--- src/rtl/mstep_pkg.sv ---
package mstep_pkg;

    localparam int unsigned MS_DW = 32;
    localparam int unsigned MS_XW = 2 * MS_DW;

    // Flag register layout, most significant first: 64-bit group then 32-bit group.
    typedef struct packed {
        logic xn;
        logic xz;
        logic xv;
        logic xc;
        logic n;
        logic z;
        logic v;
        logic c;
    } ccr_t;

    localparam int unsigned MS_CCW = $bits(ccr_t);

    // Carry out of a bit position from the two operand bits and the result bit.
    function automatic logic carry_from(input logic a, input logic b, input logic r);
        return (a & b) | (~r & (a | b));
    endfunction

    // Signed overflow from the operand sign bits and the result sign bit.
    function automatic logic ovf_from(input logic a, input logic b, input logic r);
        return (a == b) && (r != a);
    endfunction

endpackage

--- src/rtl/mstep_prep.sv ---
module mstep_prep #(
    parameter int unsigned DW = mstep_pkg::MS_DW
) (
    input  logic [DW-1:0] op1_i,
    input  logic [DW-1:0] op2_i,
    input  logic          y_lsb_i,
    input  logic          fill_i,
    output logic [DW-1:0] pp_o,
    output logic [DW-1:0] addend_o,
    output logic          drop_o
);

    // Shift the accumulator down; the recovered sign refills the top bit.
    always_comb begin
        pp_o     = {fill_i, op1_i[DW-1:1]};
        addend_o = y_lsb_i ? op2_i : '0;
        drop_o   = op1_i[0];
    end

endmodule

--- src/rtl/mstep_adder.sv ---
module mstep_adder
    import mstep_pkg::*;
#(
    parameter int unsigned DW = MS_DW,
    localparam int unsigned XW = 2 * DW
) (
    input  logic [DW-1:0] pp_i,
    input  logic [DW-1:0] addend_i,
    output logic [XW-1:0] res_o,
    output ccr_t          cc_o
);

    logic [DW:0]   sum_w;
    logic [DW-1:0] low_w;
    logic          sa, sb, sr;

    always_comb begin
        sum_w = {1'b0, pp_i} + {1'b0, addend_i};
        low_w = sum_w[DW-1:0];
        res_o = {{DW{low_w[DW-1]}}, low_w};

        sa = pp_i[DW-1];
        sb = addend_i[DW-1];
        sr = low_w[DW-1];

        cc_o.c  = sum_w[DW];
        cc_o.v  = ovf_from(sa, sb, sr);
        cc_o.z  = (low_w == '0);
        cc_o.n  = sr;

        // Wide view: operands and result sign-extended, so only their top bits matter.
        cc_o.xc = carry_from(sa, sb, res_o[XW-1]);
        cc_o.xv = ovf_from(sa, sb, res_o[XW-1]);
        cc_o.xz = (res_o == '0);
        cc_o.xn = res_o[XW-1];
    end

endmodule

--- src/rtl/mstep_state.sv ---
module mstep_state
    import mstep_pkg::*;
#(
    parameter int unsigned DW = MS_DW,
    localparam int unsigned XW = 2 * DW
) (
    input  logic          clk_i,
    input  logic          rst_i,
    input  logic          step_i,
    input  logic          ld_i,
    input  logic [DW-1:0] y_ld_i,
    input  ccr_t          cc_ld_i,
    input  logic [DW-1:0] y_nxt_i,
    input  ccr_t          cc_nxt_i,
    input  logic [XW-1:0] res_nxt_i,
    output logic [DW-1:0] y_q_o,
    output ccr_t          cc_q_o,
    output logic [XW-1:0] res_q_o
);

    always_ff @(posedge clk_i) begin
        if (rst_i) begin
            y_q_o   <= '0;
            cc_q_o  <= '0;
            res_q_o <= '0;
        end else if (ld_i) begin
            y_q_o  <= y_ld_i;
            cc_q_o <= cc_ld_i;
        end else if (step_i) begin
            y_q_o   <= y_nxt_i;
            cc_q_o  <= cc_nxt_i;
            res_q_o <= res_nxt_i;
        end
    end

    // with no strobe nothing moves.
    p_hold_r3: assert property (@(posedge clk_i) disable iff (rst_i)
        (!ld_i && !step_i) |=> ($stable(y_q_o) && $stable(cc_q_o) && $stable(res_q_o)));

    // a load takes the load ports and leaves the result alone.
    p_load_r2: assert property (@(posedge clk_i) disable iff (rst_i)
        ld_i |=> ((y_q_o == $past(y_ld_i)) && (cc_q_o == $past(cc_ld_i)) && $stable(res_q_o)));

endmodule

--- src/rtl/mstep_unit.sv ---
module mstep_unit
    import mstep_pkg::*;
#(
    parameter int unsigned DW = MS_DW,
    localparam int unsigned XW = 2 * DW
) (
    input  logic          clk_i,
    input  logic          rst_i,
    input  logic          step_i,
    input  logic          ld_i,
    input  logic [XW-1:0] op1_i,
    input  logic [XW-1:0] op2_i,
    input  logic [DW-1:0] y_ld_i,
    input  logic [7:0]    cc_ld_i,
    output logic [XW-1:0] res_o,
    output logic [DW-1:0] y_o,
    output logic [7:0]    cc_o
);

    ccr_t          cc_q;
    ccr_t          cc_nxt;
    logic [DW-1:0] y_q;
    logic [DW-1:0] y_nxt;
    logic [XW-1:0] res_q;
    logic [XW-1:0] res_nxt;
    logic [DW-1:0] pp;
    logic [DW-1:0] addend;
    logic          drop;
    logic          fill;

    // Upper operand halves are deliberately ignored.
    logic          unused_hi_bits;
    assign unused_hi_bits = ^{op1_i[XW-1:DW], op2_i[XW-1:DW]};

    assign fill = cc_q.n ^ cc_q.v;

    mstep_prep #(.DW(DW)) prep_i (
        .op1_i    (op1_i[DW-1:0]),
        .op2_i    (op2_i[DW-1:0]),
        .y_lsb_i  (y_q[0]),
        .fill_i   (fill),
        .pp_o     (pp),
        .addend_o (addend),
        .drop_o   (drop)
    );

    mstep_adder #(.DW(DW)) add_i (
        .pp_i     (pp),
        .addend_i (addend),
        .res_o    (res_nxt),
        .cc_o     (cc_nxt)
    );

    assign y_nxt = {drop, y_q[DW-1:1]};

    mstep_state #(.DW(DW)) state_i (
        .clk_i     (clk_i),
        .rst_i     (rst_i),
        .step_i    (step_i),
        .ld_i      (ld_i),
        .y_ld_i    (y_ld_i),
        .cc_ld_i   (ccr_t'(cc_ld_i)),
        .y_nxt_i   (y_nxt),
        .cc_nxt_i  (cc_nxt),
        .res_nxt_i (res_nxt),
        .y_q_o     (y_q),
        .cc_q_o    (cc_q),
        .res_q_o   (res_q)
    );

    assign res_o = res_q;
    assign y_o   = y_q;
    assign cc_o  = cc_q;

    // upper half of the result always mirrors bit DW-1.
    p_sext_r6: assert property (@(posedge clk_i) disable iff (rst_i)
        res_o[XW-1:DW] == {DW{res_o[DW-1]}});

    // Y shifts down and receives the accumulator's dropped bit.
    p_yshift_r7: assert property (@(posedge clk_i) disable iff (rst_i)
        (step_i && !ld_i) |=> (y_o == {$past(op1_i[0]), $past(y_o[DW-1:1])}));

    // with Y bit 0 clear, the result is just the shifted accumulator.
    p_noadd_r5: assert property (@(posedge clk_i) disable iff (rst_i)
        (step_i && !ld_i && !y_o[0]) |=> (res_o[DW-2:0] == $past(op1_i[DW-1:1])));

    // with sign-extended terms the wide flags track the narrow ones.
    p_wideflags_r9: assert property (@(posedge clk_i) disable iff (rst_i)
        (cc_nxt.xv == cc_nxt.v) && (cc_nxt.xn == cc_nxt.n) && (cc_nxt.xz == cc_nxt.z));

endmodule

--- config.mk ---
export PLATFORM = sky130hd
export DESIGN_NAME = mstep_unit
export DESIGN_NICKNAME = d
export VERILOG_FILES = /design/src/rtl/mstep_pkg.sv /design/src/rtl/mstep_prep.sv /design/src/rtl/mstep_adder.sv /design/src/rtl/mstep_state.sv /design/src/rtl/mstep_unit.sv
export SDC_FILE = /design/constraint.sdc
export NUM_CORES = 1
export LEC_CHECK = 0
export BUFFER_PORTS_ARGS = -buffer_cell sky130_fd_sc_hd__clkbuf_2
export CAP_MARGIN = 5
export CORE_ASPECT_RATIO = 1.25
export CORE_MARGIN = 10
export CORE_UTILIZATION = 43
export CTS_BUF_LIST = sky130_fd_sc_hd__clkbuf_8
export CTS_CLUSTER_SIZE = 40
export DETAILED_ROUTE_END_ITERATION = 8
export PLACE_DENSITY = 0.79
export SLEW_MARGIN = 20
export SYNTH_ARGS = -nofsm -noshare
export SYNTH_HDL_FRONTEND = slang
export SYNTH_SLANG_ARGS = --single-unit
--- constraint.sdc ---
create_clock -name clk_i -period 4 [get_ports clk_i]
set_clock_uncertainty 0.2 [all_clocks]
set_input_delay 0.2 -clock clk_i [delete_from_list [all_inputs] [get_ports clk_i]]
set_output_delay 0.2 -clock clk_i [all_outputs]
set_load 0.02 [all_outputs]
=== Word level (Yosys, flattened, before mapping) ===
Index checks and enable logic that the tools add are counted.

* Register bits after elaboration: 72
* Logic and storage cells: 30
* Output and inout port bits: 104
* Bits of input ports: 172

* Bitwise logic cells: 7
* Add/subtract/negate cells: 1
* Equality and inequality tests: 2
* Multiplexer cells: 5
* Reductions and logical operators: 5

{| class="wikitable"
|+ Operators by type and width
! cell !! count
|-
| $mux 32 || 3
|-
| $logic_not 64->1 || 1
|-
| $add 32x32->33 || 1
|-
| $logic_not 32->1 || 1
|-
| $mux 8 || 2
|-
| $and 1x1->1 || 2
|-
| $not 1->1 || 2
|-
| $or 1x1->1 || 2
|-
| $reduce_and 2->1 || 1
|-
| $reduce_bool 2->1 || 1
|-
| $eq 1x1->1 || 1
|-
| $logic_and 1x1->1 || 1
|-
| $ne 1x1->1 || 1
|-
| $xor 1x1->1 || 1
|}

=== Depth between registers and ports, before layout ===
Gate-level depths: netlist of run 1.

* Word-level depth: 7
* Depth in mapped cells: 19
* Mapped depth without buffers: 17

=== Modules after synthesis ===
From an unflattened synthesis of run 1, not the netlist that was laid out.

* Cells, all modules: 787
* Area, all modules: 6557.5 µm²

{| class="wikitable"
|+ Modules (own cells, without submodules)
! module !! cells each !! seq. area each (µm²) !! area an instance (µm²) !! times used
|-
| mstep_state || 454 || 2082.0 || 4134.0 || 1
|-
| mstep_adder || 264 || 0.0 || 1911.8 || 1
|-
| mstep_prep || 68 || 0.0 || 503.0 || 1
|-
| mstep_unit || 1 || 0.0 || 8.8 || 1
|}

=== Worst setup path before layout of run 1 ===
Ideal clock, no wire load.

* Path kind: register -> register
* From: reg state_i.y_q_o[0]
* To: reg state_i.cc_q_o[2] (netlist name)
* Setup slack: -419 ps
* Stages on the path, launching flop included: 20
* Arrival: 4132 ps
* Library setup time: 87 ps
* Clock period less this slack: 4419 ps
* Cells stage by stage: dfxtp_1 clkbuf_1 and2_1 ha_1 clkbuf_1 nand3_1 nor4b_1 and3_1 a32oi_1 a31oi_1 a21oi_1 o21ai_0 fa_1 nor4_1 nand2_1 nor3_1 nand4b_1 nor4_1 nand4b_1 o31ai_1

{| class="wikitable"
|+ RTL lines
! what !! RTL line !! text
|-
| start, declared || mstep_state.sv:16 || <nowiki>output logic [DW-1:0] y_q_o,</nowiki>
|-
| start signal, assigned || mstep_state.sv:27 || <nowiki>y_q_o <= y_ld_i;</nowiki>
|-
| start signal, assigned || mstep_state.sv:30 || <nowiki>y_q_o <= y_nxt_i;</nowiki>
|-
| end signal, assigned || mstep_state.sv:28 || <nowiki>cc_q_o <= cc_ld_i;</nowiki>
|-
| end signal, assigned || mstep_state.sv:31 || <nowiki>cc_q_o <= cc_nxt_i;</nowiki>
|-
| end, declared || mstep_state.sv:17 || <nowiki>output ccr_t cc_q_o,</nowiki>
|}

==> results list, run 1 <==
* Initial cell density of the core: between 40% and 50%
- Number of buffers created by CTS: 9
- WP data arrival: between 4 and 5 ns
- In the routed design, unresolved DRC markers number 0.
- Pins Over Slew Limit: 0
* Maximum achievable frequency: 0.237 GHz
* Max H-tree Level: 3
- At the pin with the least slew margin, the transition time is 0.871 ns.
* TNS Setup: -0.424 ns
* Combined area of all synthesized cells: about 5400 sq um
- Dividing the detail-routed wire length by the instance count gives between 15 and 20 microns.
* Avg Inst Size Synth: 7.51 sq um
* Pin count of the biggest net entering global routing: 82
- Summed over all layers, the routed wires come to 20.4 mm.
- In this run the most critical hold path is launched from op1_i[0].
- Synthesis inferred 72 register bits.
- Headroom to the max-slew limit came out at 41.8%.
* Die height: 146 microns
- TritonCTS built the clock tree.
- The tree is rooted in a sky130_fd_sc_hd__clkbuf_8.
* Final period util: 105%
- Unrepaired setup endpoints after global routing: yes
- After global routing the overflow that remains totals 0.
* Clock insertion delay at the later pin of the skew report: 0.36 ns
* Outcome: finished, violations left
- CP Launch Type: flop
- Max FO, Critical Path: 13
* Final cell utilization of the core: between 60 and 70%
* Capture point of the worst path: state_i.cc_q_o[2]
* Layout overhead on the synthesized area: 44.9%
* Post-synthesis cell type with the largest combined area: sky130_fd_sc_hd__dfxtp_1
- By area the synthesized netlist is led by sky130_fd_sc_hd__dfxtp_1 (26%), sky130_fd_sc_hd__a21oi_1 (8.6%), sky130_fd_sc_hd__ha_1 (7.4%).
- Endpoint kind of the worst setup timing path: flop
- In this run the tool buffered the top-level ports with between 200 and 250 buffer cells.
- The clock drives 72 sinks.
* IR drop worst, VDD: 163 uV
* Count of endpoints failing hold in the final timing report: 0
* Floorplan Core Area: about 12,000 sq um
* Overall power consumption: 2.24 mW
- In this run the worst hold path is classified as in2reg.
- Dividing the detail-routed via count by the number of cells gives 5.44.
- FF-to-FF path depth: 18
- The first global-routing pass estimated 32.0 mm of wire.
- Of all flip-flops after synthesis, the portion carrying an async set or reset was 0%.
- Worst path required time: 4.07 ns
- Placed wire-length estimate after detailed placement: between 10 and 15 mm
* Clock-pin slew reported for the worst setup and hold paths after clock tree synthesis: 0.09 ns
* Die footprint: ~18,000 sq um
* Number of different library cells in the post-synthesis netlist: between 60 and 70
* Kind of critical path: reg2reg
- Violated checks: negative setup slack
- The final route contains between 6,000 and 7,000 vias.
- Prior to clock tree synthesis, the placed netlist has a worst setup slack of -0.424 ns.
- Number of setup violations in the final report: 2
* Count of warnings emitted by yosys: 0
- For this run, the detailed router's first-pass iteration total came to 4.
- Sequential cells were found to cover between 20% and 30% of the synthesized design area.
* DR iter-0 viols: 418
- For this design the static power due to leakage is 3.73 nW.
* Number of nets in the final layout: 1,200
* Count of flip-flops with a built-in enable after synthesis: 0
- The most used flip-flop cell after synthesis is sky130_fd_sc_hd__dfxtp_1.
- Reg2reg start: state_i.y_q_o[0]
- The number of global-route vias before repair is 6,404.
* Worst reg-to-reg setup slack: -0.21 ns
* Maximum count of clock buffers along a single path: 2
- Counting I/O delays and the setup requirement, the final critical path takes 4.21 ns.
- Most frequent cells in the layout: sky130_fd_sc_hd__clkbuf_2 (211), sky130_fd_sc_hd__nor2_1 (102), sky130_fd_sc_hd__a21oi_1 (87)
- Final worst-path setup slack: -0.215 ns
- The initial antenna violation count was 2.
* Number of primary I/O pins: 276
- FP Rows: 45
- Power spread over the standard cell area amounts to 284 nW/um^2.
- Post-DRT Antenna Nets: 0
- The tool flagged a number of max-cap violations equal to 0.
- The worst register-to-register path ends at state_i.cc_q_o[2].
- Total global-route track usage: between 20% and 30%
* Share of post-route cells with drive strength above 1: between 30% and 40%
- Proportion of netlist area held by the largest area contributor: 26.5%
- Final GP Congestion: 0.924
* Syn Nets: 931
- The die is between 100 and 150 microns wide.
* Most common cell after layout, fill and taps aside: sky130_fd_sc_hd__clkbuf_2
* First element of the critical path: state_i.y_q_o[0]
- After technology mapping, the gate count stands at 725.
[how the worst min path moves through the flow]
stage,end,cells after the start
2_1_floorplan,state_i.y_q_o[0],2
3_3_place_gp,state_i.y_q_o[20],3
3_5_place_dp,state_i.y_q_o[15],3
4_1_cts,state_i.y_q_o[31],5
5_1_grt,state_i.y_q_o[31],5
6_report,state_i.y_q_o[31],5
[repair_timing]
action | CTS | global route
cloned | 1 | 0
buffers inserted | 3 | 0
resized for setup | 28 | 6
endpoints found under the hold margin | 38 | 0
endpoints found under the setup margin | 2 | 2
hold buffers | 38 | 0
pin swaps | 15 | 5
[routing by layer]
layer | vias to the layer above | track usage (%) | part of all wire, %
li1 | 3081 | - | -
met1 | 2936 | 22.9 | 38
met2 | 265 | 39.5 | 52
met3 | 60 | 5.78 | 6.8
met4 | 0 | 10.9 | 4.0
met5 | - | 0 | 0
[where the power goes]
group	internal [mW]	switching [mW]	leakage [nW]
clock network	0.359	0.305	0.116
logic	0.341	0.440	3.02
registers	0.761	0.0354	0.593
total	1.46	0.781	3.73
[Yosys cell counts (all sizes together), types with 2 or more instances]
master / instances
nor2: 102
a21oi: 94
dfxtp: 72
nand2: 68
buf: 41
mux2i: 39
clkbuf: 37
and2: 34
ha: 32
o21ai: 26
nor3: 16
a211oi: 14
inv: 12
nand3: 11
xnor2: 9
xor2: 8
nand4: 7
a21o: 6
and3: 6
nor3b: 6
o31ai: 6
a31oi: 5
nand3b: 5
or3: 5
a221oi: 4
nand4b: 4
nor2b: 4
o211ai: 4
o21a: 4
a211o: 3
a31o: 3
nand2b: 3
nor4: 3
o21bai: 3
o22ai: 3
a2111oi: 2
a21boi: 2
a221o: 2
a22oi: 2
a311oi: 2
fa: 2
or2: 2
[flip-flops by register name (all words and copies together), names as in the netlist]
| name | count |
|---|---|
| state_i.res_q_o | 32 |
| state_i.cc_q_o | 8 |
| state_i.y_q_o | 32 |
[stage by stage]
step	instances	area [sq um]	hold WS, ns
6_report	1165	7890	0.0796
5_1_grt	1165	7890	0.109
4_1_cts	1163	7850	0.0137
3_5_place_dp	1105	7020	0.238
3_3_place_gp	1105	7020	0.230
2_1_floorplan	725	5560	0.143
[worst max-delay path, cell delays in order (launching register included)]
cell,delay [ns]
sky130_fd_sc_hd__dfxtp_4,0.41
sky130_fd_sc_hd__buf_12,0.14
sky130_fd_sc_hd__and2_4,0.15
sky130_fd_sc_hd__ha_4,0.20
sky130_fd_sc_hd__a211oi_2,0.25
sky130_fd_sc_hd__o211ai_1,0.20
sky130_fd_sc_hd__a31o_2,0.27
sky130_fd_sc_hd__a32oi_2,0.19
sky130_fd_sc_hd__a31oi_1,0.13
sky130_fd_sc_hd__a21oi_1,0.20
sky130_fd_sc_hd__o21ai_2,0.09
sky130_fd_sc_hd__fa_1,0.49
sky130_fd_sc_hd__nor4_1,0.19
sky130_fd_sc_hd__nand2_1,0.10
sky130_fd_sc_hd__nor3_2,0.11
sky130_fd_sc_hd__nand4b_1,0.16
sky130_fd_sc_hd__nor4_2,0.24
sky130_fd_sc_hd__nand4b_1,0.19
sky130_fd_sc_hd__o31ai_2,0.23
[cells by family (layout without fill, tap and decap cells)]
kind of cell / Yosys count / count (layout) / synth area share [%]
AOI/OAI and AO/OA: 192 / 192 / 22.0
xor gates and xnor gates: 17 / 17 / 2.73
and+or+nand+nor: 280 / 280 / 24.8
muxes: 40 / 40 / 7.37
DFF: 72 / 72 / 26.5
buffers and inverters: 90 / 364 / 8.55
adders and majority gates: 34 / 34 / 8.09
other: 0 / 2 / 0
[cell type report]
| cell class | instances | area [sq um] |
|---|---|---|
| clock inverter | 7 | 103 |
| inverter | 12 | 45.0 |
| antenna | 2 | 5.00 |
| multi-input combinational | 563 | 3840 |
| clock buffer | 9 | 124 |
| sequential | 72 | 1450 |
| tap | 164 | 205 |
| fill | 1032 | 4380 |
| timing repair buffer | 336 | 2120 |
No activity file was read; power rests on OpenSTA's default activity.
==> inputs of run 2 (changes only) <==
- CORE_UTILIZATION: 43 -> 46
- PLACE_DENSITY: 0.79 -> 0.8
- SLEW_MARGIN: 20 -> unset
- SYNTH_HIERARCHICAL: unset -> 1
==> run 2 against run 1 <==
- the run still ends with negative setup slack left
- setup slack lost 1.6 ns
- combinational power up 14%
- highest routed layer unchanged
- area after synthesis up 20%
- largest cell class unchanged
- sequential cell count rose by 32
- final area rose by 11%
==> results list, run 2 <==
- Outcome: finished, violations left
* Violated checks: negative setup slack
* Post-synth top cells: sky130_fd_sc_hd__nand2_1 (148), sky130_fd_sc_hd__dfxtp_1 (104), sky130_fd_sc_hd__a21oi_1 (100), sky130_fd_sc_hd__buf_4 (73), sky130_fd_sc_hd__nor2_1 (55)
- Headroom to the max-slew limit: 27.3% (-15 points)
- The count of TritonRoute iterations in the first routing pass is 6 (+2).
- Layout overhead on the synthesized area: 33.6%
- Die width: 127 microns (+5.1%)
* Share of post-route cells with drive strength above 1: 40.8% (+3.9 points)
- The register with the most flip-flops in the layout has between 60 and 70 of them.
- Final GP Congestion: 0.889 (-3.8%)
- Vias/cell: 5.21 (-4.4%)
* Most common cell after layout, fill and taps aside: sky130_fd_sc_hd__clkbuf_2
- Clock-pin slew reported for the worst setup and hold paths after clock tree synthesis: 0.10 ns (about the same)
* Final period util: 146% (+41 points)
- The final-report max-slew violation count came to 0 (unchanged).
- Post-DR wirelength/cell: 16.7 microns (-4.7%)
- The fraction of synthesis flops using an asynchronous set or reset pin was 0% (unchanged).
- The critical path goes through buf_6, and2_4, ha_4, o211ai_1, o211ai_1, buf_4, a311oi_4, o31ai_4, a21oi_2, o21ai_2, a21o_1, a21o_1, fa_2, or4_1, or4_1, or4_4, nor4_4, or4b_4, nor4_4, and4b_1, mux2_4, mux2i_1, nor2_1.
- By startpoint and endpoint, the worst setup path is classified as reg2reg.
* Count of warnings emitted by yosys: 6 (+6)
- Synthesized flop and latch total: 104 (+44%)
- The wire length of the first global-routing pass came to 32.3 mm (+0.99%).
- The vertical extent of the die was 153 microns (+5.3%).
- The startpoint identified for the worst register-to-register timing path is state_i/y_q_o[0].
* Pin count of the biggest net entering global routing: 105 (+28%)
- TritonCTS clock tree: done
- STA classifies the critical path endpoint as a flop.
- Max FO, Critical Path: 7 (-6)
- Post-layout min period: 5.85 ns (+1.63 ns)
* Initial antenna violation count: 3 (+1)
- The worst setup slack for register-to-register paths came to -1.85 ns (-1.63 ns).
- Number of setup violations in the final report: 5 (+3)
- The number of placed cells counting well taps was 1,160 (+5.0%).
* Post-synthesis cell type with the largest combined area: sky130_fd_sc_hd__dfxtp_1
* Floorplan Core Area: 13,900 sq um (+13%)
* Origin of the worst min-delay path: op1_i[1]
- Most frequent cells in the layout: sky130_fd_sc_hd__clkbuf_2 (210), sky130_fd_sc_hd__nand2_1 (147), sky130_fd_sc_hd__dfxtp_1 (103)
- The clock insertion delay at the later pin of the skew report came to 0.38 ns (+0.02 ns).
- Worst min-delay path category: in2reg
* Number of primary I/O pins: 276 (unchanged)
- DRC violation count after routing: 0 (unchanged)
- The initial cell density of the core was 47.3% (+2.9 points).
* Port Buffers: 211 (unchanged)
- The full die area was 19,500 sq um (+11%).
* Proportion of netlist area held by the largest area contributor: 31.7% (+5.3 points)
- The wire length reported by the detailed router is 20.5 mm (+0.41%).
- The net count of the finished layout is 1,251 (+4.3%).
* P per Cell Area: 321 nW/um^2 (+13%)
- First element of the critical path: state_i/y_q_o[0]
- The global routing usage summed across all routing layers came to 20.0% (-2.0 points).
* Syn Nets: 994 (+6.8%)
* Post-DRT Antenna Nets: 0 (unchanged)
- Combined area of all synthesized cells: 6560 sq um (+20%)
- Count leader, synth: sky130_fd_sc_hd__nand2_1
- Largest registers ranked by flip-flop count: state_i/res_q_o x64, state_i/y_q_o x32, state_i/cc_q_o x8
- WP data arrival: 5.95 ns (+1.67 ns)
- The static leakage came to 4.26 nW (+14%).
* Maximum achievable frequency: 0.171 GHz (-28%)
* Overall power consumption: 2.81 mW (+26%)
* Count of flip-flops with a built-in enable after synthesis: 0 (unchanged)
* CP Launch Type: flop
- The number of cells produced by synthesis is 787 (+8.6%).
* Count of endpoints failing hold in the final timing report: 0 (unchanged)
* Total via count in the routed design: 6,387 (+0.71%)
- The distinct cell type count of the synthesized netlist is 47 (-28%).
* Largest register by flop count: state_i/res_q_o
- Setup repair after global routing could not meet its margin everywhere.
- The final setup TNS came to -4.44 ns (-4.02 ns).
- The sequential cell area fraction in the yosys report is 31.7% (+5.3 points).
* Vias in the first global route: 6,515 (+1.7%)
- Slew at the pin with the worst max-slew slack: 1.09 ns (+0.219 ns)
- The delay of the slowest critical-path stage was 0.50 ns (about the same).
* Sink Count: 104 (+44%)
- The overflow left after global routing was 0 (unchanged).
- The final worst slack is -1.85 ns (-1.63 ns).
- Clk root buf: sky130_fd_sc_hd__clkbuf_8
* Maximum count of clock buffers along a single path: 2 (unchanged)
* Final-layout fill cell count: 1,152 (+12%)
* Max H-tree Level: 3 (unchanged)
* Worst path required time: 4.10 ns (+0.03 ns)
* DR iter-0 viols: 247 (-41%)
- The final cell count without fillers is 1,227 (+5.3%).
- Worst-case hold slack: 0.108 ns (+0.0284 ns)
- Max-cap violation count: 0 (unchanged)
- The final HPWL from detailed placement is 14.7 mm (+0.62%).
- FP Rows: 48 (+6.7%)
- The largest vdd supply drop is 296 uV (+81%).
- Top area cells in the synthesized netlist: sky130_fd_sc_hd__dfxtp_1 (32%), sky130_fd_sc_hd__nand2_1 (8.5%), sky130_fd_sc_hd__buf_4 (8.4%)
* Number of buffers created by CTS: 9 (unchanged)
- The area of placed instances was 7880 sq um (+12%).
* Avg Inst Size Synth: 8.33 sq um (+11%)
- The final cell area excluding filler cells came to 8760 sq um (+11%).
* Worst-path cell with the longest stage delay: sky130_fd_sc_hd__or4b_4
- For this run, the leading register cell type out of synthesis is sky130_fd_sc_hd__dfxtp_1.
[run 2: cell families (layout without fill, tap and decap cells)]
logic type	Yosys count	in the layout	synth area share (%)
DFF	104	104	31.7
adders and majority gates	35	35	6.91
AOI/OAI and AO/OA	155	155	13.4
muxes	80	80	13.0
other	0	3	0
buffers and inverters	117	379	12.3
and+or+nand+nor	266	266	18.6
xor gates and xnor gates	30	30	4.01
[run 2: final timing paths]
path	endpoint	cells past startpoint
setup / recovery	state_i/cc_q_o[2]	23
hold / removal	state_i/res_q_o[0]	4
setup reg to reg	state_i/cc_q_o[2]	23
hold reg to reg	state_i/res_q_o[14]	2
[run 2: layout make-up]
cell class,instances,area [sq um],share of cell area [%]
Clock inverter,6,97.6,1.11
Timing Repair Buffer,355,2250,25.7
Inverter,8,30.0,0.343
Multi-Input combinational cell,566,3930,44.9
Sequential cell,104,2090,23.8
Clock buffer,10,138,1.57
Tap cell,175,219,2.50
Antenna cell,3,7.51,0.0857
[run 2: metal layers]
metal	part of all wire, %	track usage [%]	routed length (microns)
met5	0	0	0
met4	3.9	9.94	799
met3	7.4	5.95	1510
met2	52	36.3	10700
met1	36	20.1	7440
[run 2: what timing repair did]
item	CTS	global route
hold buffers	41	0
endpoints found under the hold margin	40	0
pin swaps	3	17
resized for setup	15	22
buffers inserted	7	1
setup endpoints to repair	22	40
[run 2: power by group]
group          total, mW  switching (mW)  internal, mW
Clock              0.770           0.390         0.380
Sequential          1.16          0.0444          1.11
Combinational      0.888           0.495         0.394
Total               2.81           0.929          1.89
[run 2: through the flow]
step	setup slack, ns	util, %
finish	-1.85	63.1
global route	-2.18	63.1
CTS	-1.90	62.3
detailed placement	-2.07	56.8
global placement	-1.93	56.8
floorplan	-1.95	-
[run 2: critical path, delay by kind of cell, from the launching register on]
| kind | cells | cell delay, ns |
|---|---|---|
| simple gates | 9 | 2.64 |
| fa+ha+maj | 2 | 0.68 |
| flops | 1 | 0.39 |
| mux | 2 | 0.21 |
| compound gates | 8 | 1.37 |
| buf+inv | 2 | 0.29 |
==> inputs of run 3 (changes only) <==
- CORE_ASPECT_RATIO: 1.25 -> 1.75
==> run 3 against run 2 <==
- the run still ends with negative setup slack left
- sequential power hardly changed
- count of clock-buffer cells in the layout decreased by 1
- global-route usage up 0.95 points
- register-to-register slack got worse by 0.13 ns
- combinational power down 1%
- core utilization down 1.2 points
- via count down 0.36%
- clock power shrank 6.1%
- first-iteration DRC count up 15%
- critical path type unchanged
- critical endpoint unchanged
==> results list, run 3 (synthesis gave the netlist of run 2 again) <==
- The flow ran to the end, but the final reports show violations.
- The checks that failed: negative setup slack.
- The average wire per cell in the routed design came to 17.6 microns (+5.4%).
* Kind of critical path: reg2reg
* Area of combinational cells with multiple inputs: 3900 sq um (-0.80%)
* Max-cap violation count: 0 (unchanged)
- The flip-flop and latch area was 2090 sq um (unchanged).
- FP Rows: 57 (+19%)
- Final GP Congestion: 0.917 (+3.2%)
* 1st-pass router iterations: 5 (-1)
- Final worst-path setup slack: -1.97 ns (-0.127 ns)
* DRC violation count after routing: 0 (unchanged)
* Worst path required time: 4.10 ns (about the same)
- Final-layout fill cell count: 1,196 (+3.8%)
- Die width: 110 microns (-13%)
- Sink Count: 104 (unchanged)
* Most frequent cells in the layout: sky130_fd_sc_hd__clkbuf_2 (210), sky130_fd_sc_hd__nand2_1 (147), sky130_fd_sc_hd__dfxtp_1 (103)
- Maximum achievable frequency: 0.167 GHz (-2.1%)
- Largest register FFs: 64 (unchanged)
- Total via count in the routed design: 6,364 (-0.36%)
* Final period util: 149% (+3.2 points)
- The full die area was 19,600 sq um (+0.81%).
* Clock-pin slew reported for the worst setup and hold paths after clock tree synthesis: 0.10 ns (about the same)
- The overflow left after global routing came to 0 (unchanged).
- Post-Place Cell Area: 7800 sq um (-1.0%)
* Non-filler instance count after layout: 1,217 (-0.81%)
* Headroom to the max-slew limit: 25.8% (-1.5 points)
- CP Launch Type: flop
- Layout overhead on the synthesized area: 31.4%
* Pins Over Slew Limit: 0 (unchanged)
- Max FO, Critical Path: 12 (+5)
- TNS Setup: -4.93 ns (-0.488 ns)
- DR iter-0 viols: 283 (+15%)
- Largest register by flop count: state_i/res_q_o
- Port Buffers: 211 (unchanged)
- The maximum number of pins on one net before global-route repair is 105 (unchanged).
- Number of nets in the final layout: 1,239 (-0.96%)
- Slew at the pin with the worst max-slew slack: 1.11 ns (+0.0224 ns)
* Largest registers ranked by flip-flop count: state_i/res_q_o x64, state_i/y_q_o x32, state_i/cc_q_o x8
- The total power per unit cell area is 320 nW/um^2 (-0.35%).
- Number of buffers created by CTS: 9 (unchanged)
* Initial cell density of the core: 47.2% (-0.11 points)
- Die height: 178 microns (+16%)
- The area of the core is 13,900 sq um (+0.24%).
* Unrepaired setup endpoints after global routing: yes
* Worst setup slack before clock tree synthesis: -2.14 ns (-0.0705 ns)
* Share of post-route cells with drive strength above 1: 39.6% (-1.2 points)
* Count of placed standard cells including taps: 1,151 (-0.78%)
- The clock insertion delay at the later pin of the skew report came to 0.37 ns (about the same).
- IR drop worst, VDD: 230 uV (-22%)
- Number of setup violations in the final report: 6 (+1)
- The H-tree level count came to 3 (unchanged).
- The top-level port count came to 276 (unchanged).
- Maximum count of clock buffers along a single path: 2 (unchanged)
- Vias in the first global route: 6,579 (+0.98%)
* TritonCTS clock tree: done
- The initial antenna violation count was 1 (-2).
- The via count normalized by instance count came to 5.23 (+0.46%).
- WP data arrival: 6.07 ns (+0.12 ns)
- The final cell area excluding filler cells came to 8620 sq um (-1.6%).
- Placed wire-length estimate after detailed placement: 15.6 mm (+6.3%)
- Worst min-delay path category: in2reg
- Clk root buf: sky130_fd_sc_hd__clkbuf_8
* Leakage power of the design: 4.17 nW (-2.1%)
- The global routing usage summed across all routing layers is 21.0% (+0.95 points).
- Post-layout min period: 5.97 ns (+0.127 ns)
* Endpoint kind of the worst setup timing path: flop
- Most common cell after layout, fill and taps aside: sky130_fd_sc_hd__clkbuf_2
- First-pass GRT wire length: 32.9 mm (+1.6%)
- Count of endpoints failing hold in the final timing report: 0 (unchanged)
- Routed WL: 21.4 mm (+4.5%)
- Post-DRT Antenna Nets: 0 (unchanged)
-- run 3: changes by cell type in the layout (fill, tap and decap cells not counted), sizes merged --
cell      delta
buf         -12
clkinvlp     +1
clkbuf       -1
-- run 3: final timing paths --
kind                       start             endpoint  slack [ns]  cells after the start
max reg2reg     state_i/y_q_o[0]    state_i/cc_q_o[2]       -1.97                     24
min                         ld_i   state_i/res_q_o[5]        0.06                      4
min reg2reg  state_i/res_q_o[31]  state_i/res_q_o[31]        0.26                      2
max             state_i/y_q_o[0]    state_i/cc_q_o[2]       -1.97                     24
-- run 3: worst max-delay path, cell delays in order, from the launching register on --
cell and delay [ns]:
sky130_fd_sc_hd__dfxtp_4 0.38, sky130_fd_sc_hd__buf_4 0.15, sky130_fd_sc_hd__buf_4 0.17, sky130_fd_sc_hd__and2_2 0.18
sky130_fd_sc_hd__ha_1 0.30, sky130_fd_sc_hd__o211ai_1 0.13, sky130_fd_sc_hd__o21ai_0 0.14, sky130_fd_sc_hd__a21oi_1 0.17
sky130_fd_sc_hd__o31ai_1 0.11, sky130_fd_sc_hd__buf_4 0.16, sky130_fd_sc_hd__a21oi_4 0.14, sky130_fd_sc_hd__o21ai_2 0.08
sky130_fd_sc_hd__a21o_1 0.16, sky130_fd_sc_hd__a21o_1 0.17, sky130_fd_sc_hd__fa_2 0.49, sky130_fd_sc_hd__or4_4 0.51
sky130_fd_sc_hd__or4_1 0.40, sky130_fd_sc_hd__or4_4 0.49, sky130_fd_sc_hd__nor4_2 0.15, sky130_fd_sc_hd__or4b_4 0.51
sky130_fd_sc_hd__nor4_4 0.16, sky130_fd_sc_hd__and4b_1 0.23, sky130_fd_sc_hd__mux2_4 0.14, sky130_fd_sc_hd__mux2i_1 0.07
sky130_fd_sc_hd__nor2_1 0.11
-- run 3: repair_timing --
item	CTS	global route
gates resized for setup	21	6
endpoints found under the hold margin	40	0
pin swaps	10	9
buffers inserted	5	1
hold buffers	41	0
gates cloned	0	0
endpoints found under the setup margin	39	40
-- run 3: where the power goes --
group / total, mW / internal [mW] / switching [mW]
registers: 1.16 / 1.11 / 0.0489
clock network: 0.723 / 0.354 / 0.369
logic: 0.875 / 0.383 / 0.492
-- run 3: routing by layer --
metal	up-vias	track usage (%)	share of wire (%)
li1	3102	-	-
met1	2961	20.8	35
met2	238	38.1	54
met3	63	6.07	7.6
met4	0	10.0	4.2
met5	-	0	0
-- run 3: per-stage QoR --
stage	power (mW)	util, %	hold WS [ns]
final	2.76	62.0	0.0598
after global routing	2.90	61.9	0.0575
after CTS	2.75	61.6	0.0425
after detailed placement	1.99	56.1	0.243
after global placement	1.97	56.1	0.232
after floorplan	1.86	-	0.146
-- run 3: area by class of cell --
cell class	count	area share, %
timing repair buffer	343	25.0
clock inverter	7	1.09
multi-input combinational	566	45.2
inverter	8	0.349
sequential	104	24.2
antenna	3	0.0871
tap	177	2.57
clock buffer	9	1.44
